--- src/rtl/gpio_trig_pkg.sv ---
package gpio_trig_pkg;
  localparam int unsigned CODE_W   = 4;
  localparam int unsigned CODE_LSB = 16;
  localparam int unsigned CLR_BIT  = 24;

  localparam logic [7:0] OFS_DOUT = 8'h00;
  localparam logic [7:0] OFS_DIN  = 8'h10;
  localparam logic [7:0] OFS_DIR  = 8'h14;
  localparam logic [7:0] OFS_STAT = 8'hA0;

  typedef enum logic [CODE_W-1:0] {
    TRG_OFF      = 4'h0,
    TRG_DMA_RISE = 4'h1,
    TRG_DMA_FALL = 4'h2,
    TRG_DMA_ANY  = 4'h3,
    TRG_IRQ_LO   = 4'h8,
    TRG_IRQ_RISE = 4'h9,
    TRG_IRQ_FALL = 4'hA,
    TRG_IRQ_ANY  = 4'hB,
    TRG_IRQ_HI   = 4'hC
  } trig_e;

  function automatic logic code_is_dma(input logic [CODE_W-1:0] c);
    return (c == TRG_DMA_RISE) || (c == TRG_DMA_FALL) || (c == TRG_DMA_ANY);
  endfunction

  function automatic logic code_is_irq(input logic [CODE_W-1:0] c);
    return (c >= TRG_IRQ_LO) && (c <= TRG_IRQ_HI);
  endfunction

  function automatic logic code_rise(input logic [CODE_W-1:0] c);
    return (c == TRG_DMA_RISE) || (c == TRG_DMA_ANY) ||
           (c == TRG_IRQ_RISE) || (c == TRG_IRQ_ANY);
  endfunction

  function automatic logic code_fall(input logic [CODE_W-1:0] c);
    return (c == TRG_DMA_FALL) || (c == TRG_DMA_ANY) ||
           (c == TRG_IRQ_FALL) || (c == TRG_IRQ_ANY);
  endfunction
endpackage

--- src/rtl/gpio_rst_sync.sv ---
module gpio_rst_sync (
  input  logic clk,
  input  logic rst_n,
  output logic rst_ns
);
  logic [1:0] stage_q;

  always_ff @(posedge clk or negedge rst_n) begin
    if (!rst_n) stage_q <= 2'b00;
    else        stage_q <= {stage_q[0], 1'b1};
  end

  assign rst_ns = stage_q[1];
endmodule

--- src/rtl/gpio_in_sync.sv ---
module gpio_in_sync #(
  parameter int unsigned WIDTH = 32
) (
  input  logic             clk,
  input  logic             rst_n,
  input  logic [WIDTH-1:0] async_in,
  output logic [WIDTH-1:0] sync_out
);
  logic [WIDTH-1:0] meta_q, sync_q;

  always_ff @(posedge clk or negedge rst_n) begin
    if (!rst_n) begin
      meta_q <= '0;
      sync_q <= '0;
    end else begin
      meta_q <= async_in;
      sync_q <= meta_q;
    end
  end

  assign sync_out = sync_q;
endmodule

--- src/rtl/gpio_pin_trig.sv ---
module gpio_pin_trig
  import gpio_trig_pkg::*;
(
  input  logic              clk,
  input  logic              rst_n,
  input  logic              lvl_in,
  input  logic              code_we,
  input  logic [CODE_W-1:0] code_wdata,
  input  logic              flag_clr,
  output logic [CODE_W-1:0] code_q,
  output logic              flag_q,
  output logic              irq_pend,
  output logic              dma_pend
);
  logic              prev_q;
  logic [CODE_W-1:0] code_d;
  logic              flag_d;
  logic              hit;
  logic              rise, fall;

  always_comb begin
    rise   = lvl_in & ~prev_q;
    fall   = ~lvl_in & prev_q;
    hit    = (code_rise(code_q) & rise) |
             (code_fall(code_q) & fall) |
             ((code_q == TRG_IRQ_HI) & lvl_in) |
             ((code_q == TRG_IRQ_LO) & ~lvl_in);
    code_d = code_we ? code_wdata : code_q;
    if (flag_clr) flag_d = 1'b0;
    else          flag_d = flag_q | hit;
  end

  always_ff @(posedge clk or negedge rst_n) begin
    if (!rst_n) begin
      prev_q <= 1'b0;
      code_q <= '0;
      flag_q <= 1'b0;
    end else begin
      prev_q <= lvl_in;
      code_q <= code_d;
      flag_q <= flag_d;
    end
  end

  assign irq_pend = flag_q & code_is_irq(code_q);
  assign dma_pend = flag_q & code_is_dma(code_q);

  // a clear request always leaves the flag low on the next cycle
  a_r9_clear_wins: assert property (@(posedge clk) disable iff (!rst_n)
    flag_clr |=> !flag_q);

  // an inactive code never raises a flag
  a_r12_idle_code: assert property (@(posedge clk) disable iff (!rst_n)
    (!code_is_irq(code_q) && !code_is_dma(code_q) && !flag_q) |=> !flag_q);

  // a held active-high level sets the flag unless cleared
  a_r7_level_hi: assert property (@(posedge clk) disable iff (!rst_n)
    (code_q == TRG_IRQ_HI && lvl_in && !flag_clr) |=> flag_q);

  // a held active-low level sets the flag unless cleared
  a_r7_level_lo: assert property (@(posedge clk) disable iff (!rst_n)
    (code_q == TRG_IRQ_LO && !lvl_in && !flag_clr) |=> flag_q);
endmodule

--- src/rtl/gpio_trig_port.sv ---
module gpio_trig_port
  import gpio_trig_pkg::*;
#(
  parameter int unsigned NPINS = 32,
  parameter int unsigned AW    = 8,
  parameter int unsigned DW    = 32
) (
  input  logic             clk,
  input  logic             rst_n,
  input  logic [NPINS-1:0] pin_in,
  output logic [NPINS-1:0] pin_out,
  output logic [NPINS-1:0] pin_oe,
  input  logic             reg_space,
  input  logic [AW-1:0]    reg_addr,
  input  logic             reg_wr,
  input  logic [DW-1:0]    reg_wdata,
  output logic [DW-1:0]    reg_rdata,
  output logic             irq,
  output logic             dma_req
);
  localparam int unsigned IDX_W   = $clog2(NPINS);
  localparam int unsigned CFG_TOP = NPINS * 4;

  logic             rst_ns;
  logic [NPINS-1:0] lvl_sync;
  logic [NPINS-1:0] dout_q, dout_d, dir_q, dir_d;
  logic [NPINS-1:0] flags, irq_vec, dma_vec, clr_vec;
  logic [CODE_W-1:0] code_arr [NPINS];
  logic             dat_wr, cfg_hit, cfg_wr, stat_hit, stat_wr;
  logic [IDX_W-1:0] pin_idx;

  gpio_rst_sync u_rst (.clk(clk), .rst_n(rst_n), .rst_ns(rst_ns));

  gpio_in_sync #(.WIDTH(NPINS)) u_sync (
    .clk(clk), .rst_n(rst_ns), .async_in(pin_in), .sync_out(lvl_sync)
  );

  always_comb begin
    dat_wr   = reg_wr & ~reg_space;
    cfg_hit  = reg_space && (reg_addr[1:0] == 2'b00) && (int'(reg_addr) < CFG_TOP);
    cfg_wr   = reg_wr & cfg_hit;
    stat_hit = reg_space && (reg_addr == OFS_STAT);
    stat_wr  = reg_wr & stat_hit;
    pin_idx  = reg_addr[IDX_W+1:2];
    dout_d   = (dat_wr && reg_addr == OFS_DOUT) ? reg_wdata[NPINS-1:0] : dout_q;
    dir_d    = (dat_wr && reg_addr == OFS_DIR)  ? reg_wdata[NPINS-1:0] : dir_q;
  end

  always_ff @(posedge clk or negedge rst_ns) begin
    if (!rst_ns) begin
      dout_q <= '0;
      dir_q  <= '0;
    end else begin
      dout_q <= dout_d;
      dir_q  <= dir_d;
    end
  end

  for (genvar i = 0; i < NPINS; i++) begin : g_pin
    logic sel;
    assign sel        = cfg_wr && (pin_idx == IDX_W'(i));
    assign clr_vec[i] = (stat_wr & reg_wdata[i]) | (sel & reg_wdata[CLR_BIT]);

    gpio_pin_trig u_pin (
      .clk       (clk),
      .rst_n     (rst_ns),
      .lvl_in    (lvl_sync[i]),
      .code_we   (sel),
      .code_wdata(reg_wdata[CODE_LSB +: CODE_W]),
      .flag_clr  (clr_vec[i]),
      .code_q    (code_arr[i]),
      .flag_q    (flags[i]),
      .irq_pend  (irq_vec[i]),
      .dma_pend  (dma_vec[i])
    );
  end

  always_comb begin
    reg_rdata = '0;
    if (!reg_space) begin
      case (reg_addr)
        OFS_DOUT: reg_rdata = DW'(dout_q);
        OFS_DIN:  reg_rdata = DW'(lvl_sync);
        OFS_DIR:  reg_rdata = DW'(dir_q);
        default:  reg_rdata = '0;
      endcase
    end else if (cfg_hit) begin
      reg_rdata[CODE_LSB +: CODE_W] = code_arr[pin_idx];
      reg_rdata[CLR_BIT]            = flags[pin_idx];
    end else if (stat_hit) begin
      reg_rdata = DW'(flags);
    end
  end

  assign pin_out = dout_q;
  assign pin_oe  = dir_q;
  assign irq     = |irq_vec;
  assign dma_req = |dma_vec;

  // a direction write is visible on the enables next cycle
  a_r3_dir_load: assert property (@(posedge clk) disable iff (!rst_ns)
    (reg_wr && !reg_space && reg_addr == OFS_DIR) |=> pin_oe == $past(reg_wdata[NPINS-1:0]));

  // an output-data write is visible on the pins next cycle
  a_r2_dout_load: assert property (@(posedge clk) disable iff (!rst_ns)
    (reg_wr && !reg_space && reg_addr == OFS_DOUT) |=> pin_out == $past(reg_wdata[NPINS-1:0]));

  // with no flag pending both request lines stay low
  a_r11_quiet: assert property (@(posedge clk) disable iff (!rst_ns)
    (flags == '0) |-> (!irq && !dma_req));

  // the DMA line only rises while some flag is set
  a_r8_dma_src: assert property (@(posedge clk) disable iff (!rst_ns)
    $rose(dma_req) |-> (flags != '0));
endmodule

--- config.mk ---
export PLATFORM = sky130hd
export DESIGN_NAME = gpio_trig_port
export DESIGN_NICKNAME = d
export VERILOG_FILES = /design/src/rtl/gpio_trig_pkg.sv /design/src/rtl/gpio_rst_sync.sv /design/src/rtl/gpio_in_sync.sv /design/src/rtl/gpio_pin_trig.sv /design/src/rtl/gpio_trig_port.sv
export SDC_FILE = /design/constraint.sdc
export NUM_CORES = 1
export LEC_CHECK = 0
export ABC_AREA = 0
export BUFFER_PORTS_ARGS = -buffer_cell sky130_fd_sc_hd__buf_4
export CAP_MARGIN = 20
export CORE_MARGIN = 2
export CORE_UTILIZATION = 51
export CTS_CLUSTER_DIAMETER = 200
export DETAILED_ROUTE_END_ITERATION = 12
export PLACE_DENSITY = 0.82
export SYNTH_ARGS = -nofsm -noshare
export SYNTH_HDL_FRONTEND = slang
export SYNTH_HIERARCHICAL = 1
export SYNTH_SLANG_ARGS = --single-unit
--- constraint.sdc ---
create_clock -name clk -period 10.2 [get_ports clk]
set_input_delay 2.04 -clock clk [delete_from_list [all_inputs] [get_ports clk]]
set_output_delay 2.04 -clock clk [all_outputs]
set_load 0.02 [all_outputs]
==> results.json, run 1 <==
{
  "syn_to_final_growth_pct": 18.9,
  "grt_util_met2_pct": 44.0,
  "setup-tns-final_ns": 0,
  "slew_headroom_pct": 22.2,
  "drtIter0Drc": 1541,
  "cts_root_buf": "clkbuf_16",
  "multi_input_area_um2": 6910,
  "cts_sinks": 322,
  "max_clock_freq_ghz": 0.140,
  "grtUsageTotal_pct": 28.7,
  "synth_edf_count": 0,
  "dieHeight_um": 177,
  "synth_area_per_cell_um2": 12.4,
  "cp.depth": 7,
  "finalCritPeriodShare_pct": 70.1,
  "path_clk_slew_ns": 0.06,
  "startpoint_type": "primary input",
  "wl_per_cell_um": 25.0,
  "synth-seq-area-share_pct": 52.8,
  "rsz0062_at_grt": "no",
  "post-route-min-period_ns": 7.15,
  "async_reset_ff_share_pct": 100,
  "viasPerCell": 6.67,
  "netlist_area_um2": 15300,
  "placementRows": 63,
  "slowest_stage": "nor2_2",
  "vdd_drop_max_uv": 136,
  "hold_path_end": "u_sync/sync_out[14]",
  "cp.arrival_ns": 5.11,
  "grt_pass1_wl_um": 69300,
  "post-dp-hpwl_um": 29800,
  "place.gp.congestion": 0.916,
  "top_usage_layer": "met2",
  "first_pass_iters": 10,
  "detail-route-antenna-nets": 0,
  "worstMarginPinSlew_ns": 1.16,
  "cp.required_ns": 8.16,
  "grt_pass1_vias": 12025,
  "endpoint_kind": "output port",
  "drive_above_1_share_pct": 24.9,
  "start_util_pct": 51.7,
  "cts_max_path_buffers": 3,
  "hold_depth": 0,
  "synthesis.nets": 1303,
  "cts_tree": "built",
  "path_delay_family": "simple AND/OR/NAND/NOR gates",
  "core_um2": 29600,
  "die_area_um2": 31300,
  "antennaDiodeCount": 0,
  "num_vias": 12144,
  "port_buffers": 173,
  "gr-total-overflow": 0,
  "worst_r2r_path_depth": 3,
  "synth_cell_types": 58,
  "clock_latency_ns": 0.52,
  "final_nets": 1479,
  "min_path_type": "reg2reg",
  "critPathMostFrequentCell": "buf_4",
  "hold_start": "u_sync/meta_q[14]",
  "leakagePower_uw": 0.00810,
  "status": "complete, no violations",
  "rrSetupSlack_ns": 7.82,
  "drv_cap": 0,
  "wl_um": 45500,
  "cts_setup_buffers": 0,
  "fill_cells": 2295,
  "drc": 0,
  "cp_max_fo": 61,
  "gr-usage-met1_pct": 38.0,
  "ios": 174,
  "met3_usage_pct": 7.15,
  "cts_resized": 0,
  "synth_cells": 1227,
  "utilization_pct": 61.5,
  "antenna_found_initial": 0,
  "cts_hold_buf": 0,
  "slowest_delay_ns": 0.91,
  "setup_viol": 0,
  "htree_num_levels": 2,
  "critPathBufInv": 3,
  "timing.rr.end": "g_pin[31].u_pin/prev_q",
  "numCtsBuffers": 36,
  "r2r_start": "u_rst/stage_q[1]",
  "hold_viol_final": 0,
  "critical_path_class": "in2out",
  "p_per_area_nw_per_um2": 163,
  "skew_ns": 0.0174,
  "seq_area_um2": 8060,
  "slew_violations": 0,
  "ys_ff_latch": 322,
  "cp_cell_sequence": "buf_4 -> or4b_1 -> nor2_2 -> buf_4 -> a222oi_1 -> o21ai_1 -> buf_4",
  "yosys_warnings": 6,
  "grt_max_degree": 88,
  "die_x_um": 177,
  "synth-main-ff-cell": "dfrtp_1"
}
## cells in the final DEF, fill, tap and decap left out, types with 33 or more instances in the layout
cell / Yosys / routed
mux2_1: 128 / 128
dfrtp_1: 322 / 321
mux2_2: 67 / 67
buf_4: 1 / 182
o21ai_0: 49 / 49
nand3b_1: 65 / 65
nor2_1: 74 / 73
o21ai_1: 40 / 40
nand2_1: 68 / 67
clkbuf_16: 0 / 37
nor4b_1: 33 / 33
## cell type report
type                       count  share of cell area (%)
inverter                       2                  0.0413
timing repair buffer         186                    7.97
clock inverter                13                    1.03
multi-input combinational    855                    38.1
sequential                   322                    44.4
clock buffer                  52                    5.85
tap                          390                    2.69
## worst max-delay path by stage
stage,start,endpoint
5_1_grt,reg_addr[3],reg_rdata[16]
2_1_floorplan,u_rst/stage_q[1],g_pin[0].u_pin/code_q[0]
3_3_place_gp,reg_addr[3],reg_rdata[17]
4_1_cts,reg_addr[3],reg_rdata[24]
6_report,reg_addr[3],reg_rdata[7]
3_5_place_dp,reg_addr[3],reg_rdata[24]
## stage by stage
step / hold slack, ns / cell area (um^2) / cells / setup WS, ns / total power, uW
final: 0.344 / 18200 / 1820 / 3.05 / 2960
after detailed placement: 0.335 / 16800 / 1751 / 3.19 / 1620
after global routing: 0.355 / 18200 / 1820 / 2.95 / 3050
after CTS: 0.348 / 18100 / 1816 / 3.18 / 2970
after global placement: 0.331 / 16800 / 1751 / 3.32 / 1610
after floorplan: 0.331 / 15300 / 1227 / 0.561 / 1510
## sequential cells by signal, indices dropped and copies added, names as in the netlist
signal,count
u_rst/stage_q,2
g_pin.u_pin/prev_q,32
g_pin.u_pin/code_q,128
pin_out,32
g_pin.u_pin/flag_q,32
u_sync/meta_q,32
pin_oe,32
u_sync/sync_out,32
## worst reg2reg max path, stage by stage, from the launching register on
cell and delay [ns]:
dfrtp_4 0.85, buf_4 0.41, buf_16 0.32, buf_4 0.77
## cell families (layout without fill, tap and decap cells)
kind of cell | Yosys count | count (layout) | share of synthesized area, %
xor gates and xnor gates | 32 | 32 | 1.84
muxes | 247 | 247 | 20.2
AOI/OAI and AO/OA | 255 | 255 | 10.9
and+or+nand+nor | 320 | 320 | 12.2
DFF | 322 | 322 | 52.8
buffers and inverters | 50 | 253 | 2.02
other | 1 | 1 | 0.0246
## metal layers
| layer | vias to the layer above | routed length (um) |
|---|---|---|
| met1 | 6146 | 17500 |
| met2 | 806 | 21000 |
| met4 | 2 | 2220 |
| li1 | 5032 | - |
| met5 | - | 75 |
| met3 | 158 | 4680 |
## cells in the mapped netlist, drive strengths merged, types with 8 or more instances
cell	number	area, um^2
nor4	16	100
nor4b	34	313
buf	34	248
nand3b	66	499
xnor2	32	280
mux2i	22	220
a222oi	32	320
o21ai	90	454
nand2	69	262
a21oi	32	160
a211oi	8	60.1
mux2	195	2200
nor2	76	295
a31oi	32	200
dfrtp	322	8060
clkbuf	14	52.6
a21o	32	240
and3	32	200
mux4	30	676
## where the power goes
group          internal [uW]  switching, uW
logic                   96.7            125
registers               1320           59.1
clock network            829            524
total                   2250            708
Note: power is estimated with default switching activity, not from simulation.
==> inputs of run 2 (changes only) <==
==> constraint.sdc (replaced) <==
create_clock -name clk -period 5.92 [get_ports clk]
set_input_delay 1.184 -clock clk [delete_from_list [all_inputs] [get_ports clk]]
set_output_delay 1.184 -clock clk [all_outputs]
set_load 0.02 [all_outputs]
==> run 2 against run 1 <==
  * Sequential share of layout area grew 0.083 points
  * Combinational power grew 72%
  * First-iteration DRC count grew 8.6%
  * Global-route usage grew 0.24 points
  * Non-clock buffer count grew 2
  * Power grew 71%
  * Critical endpoint is now reg_rdata[17]
  * Highest routed layer is now met4
==> results.json, run 2 (synthesis results as in run 1) <==
{
  "status": "complete, no violations",
  "cts_resized": 0,
  "detail-route-antenna-nets": 0,
  "num_vias": 12067,
  "die_x_um": 177,
  "final_nets": 1481,
  "cp.required_ns": 4.74,
  "post-dp-hpwl_um": 30100,
  "viasPerCell": 6.64,
  "grtUsageTotal_pct": 29.0,
  "start_util_pct": 51.7,
  "gr-total-overflow": 0,
  "wl_per_cell_um": 24.9,
  "timing.rr.end": "pin_oe[30]",
  "cts_tree": "built",
  "finalCritPeriodShare_pct": 87.3,
  "place.gp.congestion": 0.953,
  "htree_num_levels": 2,
  "top_register": "g_pin.u_pin/code_q",
  "vdd_drop_max_uv": 193,
  "core_um2": 29600,
  "grt_pass1_wl_um": 69800,
  "antennaDiodeCount": 0,
  "dp.cells": 1756,
  "cts_max_path_buffers": 3,
  "drc": 0,
  "final_cell_mix": "dfrtp_1 (321), buf_4 (185), mux2_1 (128), nor2_1 (73)",
  "syn_to_final_growth_pct": 18.7,
  "cp_max_fo": 61,
  "holdWs_ns": 0.344,
  "cts_root_buf": "clkbuf_16",
  "max_clock_freq_ghz": 0.194,
  "drtIter0Drc": 1674,
  "dieHeight_um": 177,
  "leakagePower_uw": 0.00808,
  "fin_cells": 1817,
  "antenna_found_initial": 0,
  "slew_violations": 0,
  "setup.worst_path.start": "reg_addr[3]",
  "drive_above_1_share_pct": 24.8,
  "p_per_area_nw_per_um2": 279,
  "hold_viol_final": 0,
  "skew_ns": 0.0210,
  "final_area_um2": 18100,
  "numCtsBuffers": 36,
  "drv_cap": 0,
  "placed_area_um2": 16900,
  "worstMarginPinSlew_ns": 1.12,
  "ios": 174,
  "first_pass_iters": 9,
  "cts_hold_buf": 0,
  "min_path_type": "reg2reg",
  "grt_max_degree": 115,
  "grt_pass1_vias": 12224,
  "utilization_pct": 61.3,
  "port_buffers": 173,
  "startpoint_type": "primary input",
  "setup_viol": 0,
  "post-route-min-period_ns": 5.17,
  "clock_latency_ns": 0.52,
  "setup-tns-final_ns": 0,
  "die_area_um2": 31300,
  "cts_sinks": 322,
  "placementRows": 63,
  "fill_cells": 2262,
  "endpoint_kind": "output port",
  "rsz0062_at_grt": "no",
  "largest_reg_flops": 128,
  "r2r_start": "u_rst/stage_q[1]",
  "mostFrequentLayoutCell": "dfrtp_1",
  "critical_path_class": "in2out",
  "crit_end": "reg_rdata[17]",
  "rrSetupSlack_ns": 3.93,
  "cp.arrival_ns": 3.98,
  "slew_headroom_pct": 23.4,
  "path_clk_slew_ns": 0.06,
  "cts_setup_buffers": 0,
  "worst_r2r_path_depth": 2,
  "wl_um": 45300
}
==> run 2: changes by cell type in the layout (fill, tap and decap cells not counted), sizes merged <==
cell and change:
inv -1, clkinv -3, bufinv -1, clkinvlp -1, clkbuf +1, buf +2
==> run 2: where the power goes <==
| part | switching, uW | total (uW) | internal [uW] |
|---|---|---|---|
| clock | 876 | 2290 | 1410 |
| sequential | 105 | 2390 | 2280 |
| combinational | 214 | 380 | 166 |
==> run 2: area by class of cell <==
cell class                 instances  area (um^2)  share of cell area [%]
multi-input combinational        855         6910                    38.1
sequential                       322         8060                    44.5
clock buffer                      53         1100                    6.05
clock inverter                     7          125                   0.690
tap                              390          488                    2.69
timing repair buffer             188         1440                    7.94
inverter                           2         7.51                  0.0414
==> run 2: stage by stage <==
step | setup WS (ns) | total power, uW
after CTS | 1.02 | 5060
after global routing | 0.741 | 5210
after floorplan | 0.653 | 2600
after detailed placement | 1.04 | 2790
after global placement | 1.02 | 2780
final | 0.754 | 5050
==> run 2: how the worst min path moves through the flow <==
stage | end | startpoint | cells past startpoint
after floorplan | u_rst/stage_q[1] | u_rst/stage_q[0] | 0
after global placement | u_sync/sync_out[13] | u_sync/meta_q[13] | 0
after detailed placement | u_sync/sync_out[14] | u_sync/meta_q[14] | 0
after CTS | u_sync/sync_out[8] | u_sync/meta_q[8] | 0
after global routing | u_sync/sync_out[5] | u_sync/meta_q[5] | 0
final | u_sync/sync_out[8] | u_sync/meta_q[8] | 0
==> run 2: worst max-delay path, cell delays in order <==
cell and delay (ns):
buf_4 0.67, mux4_2 0.41, mux2i_1 0.15, nor2_1 0.07, a2111oi_0 0.94, buf_4 0.26, o31ai_1 0.07, buf_4 0.17
==> run 2: metal layers <==
metal	wire, um	GRT usage [%]	part of all wire (%)
met5	0	0	0
met1	17300	38.3	38
met2	20900	44.6	46
met3	4960	7.82	11
met4	2140	13.6	4.7
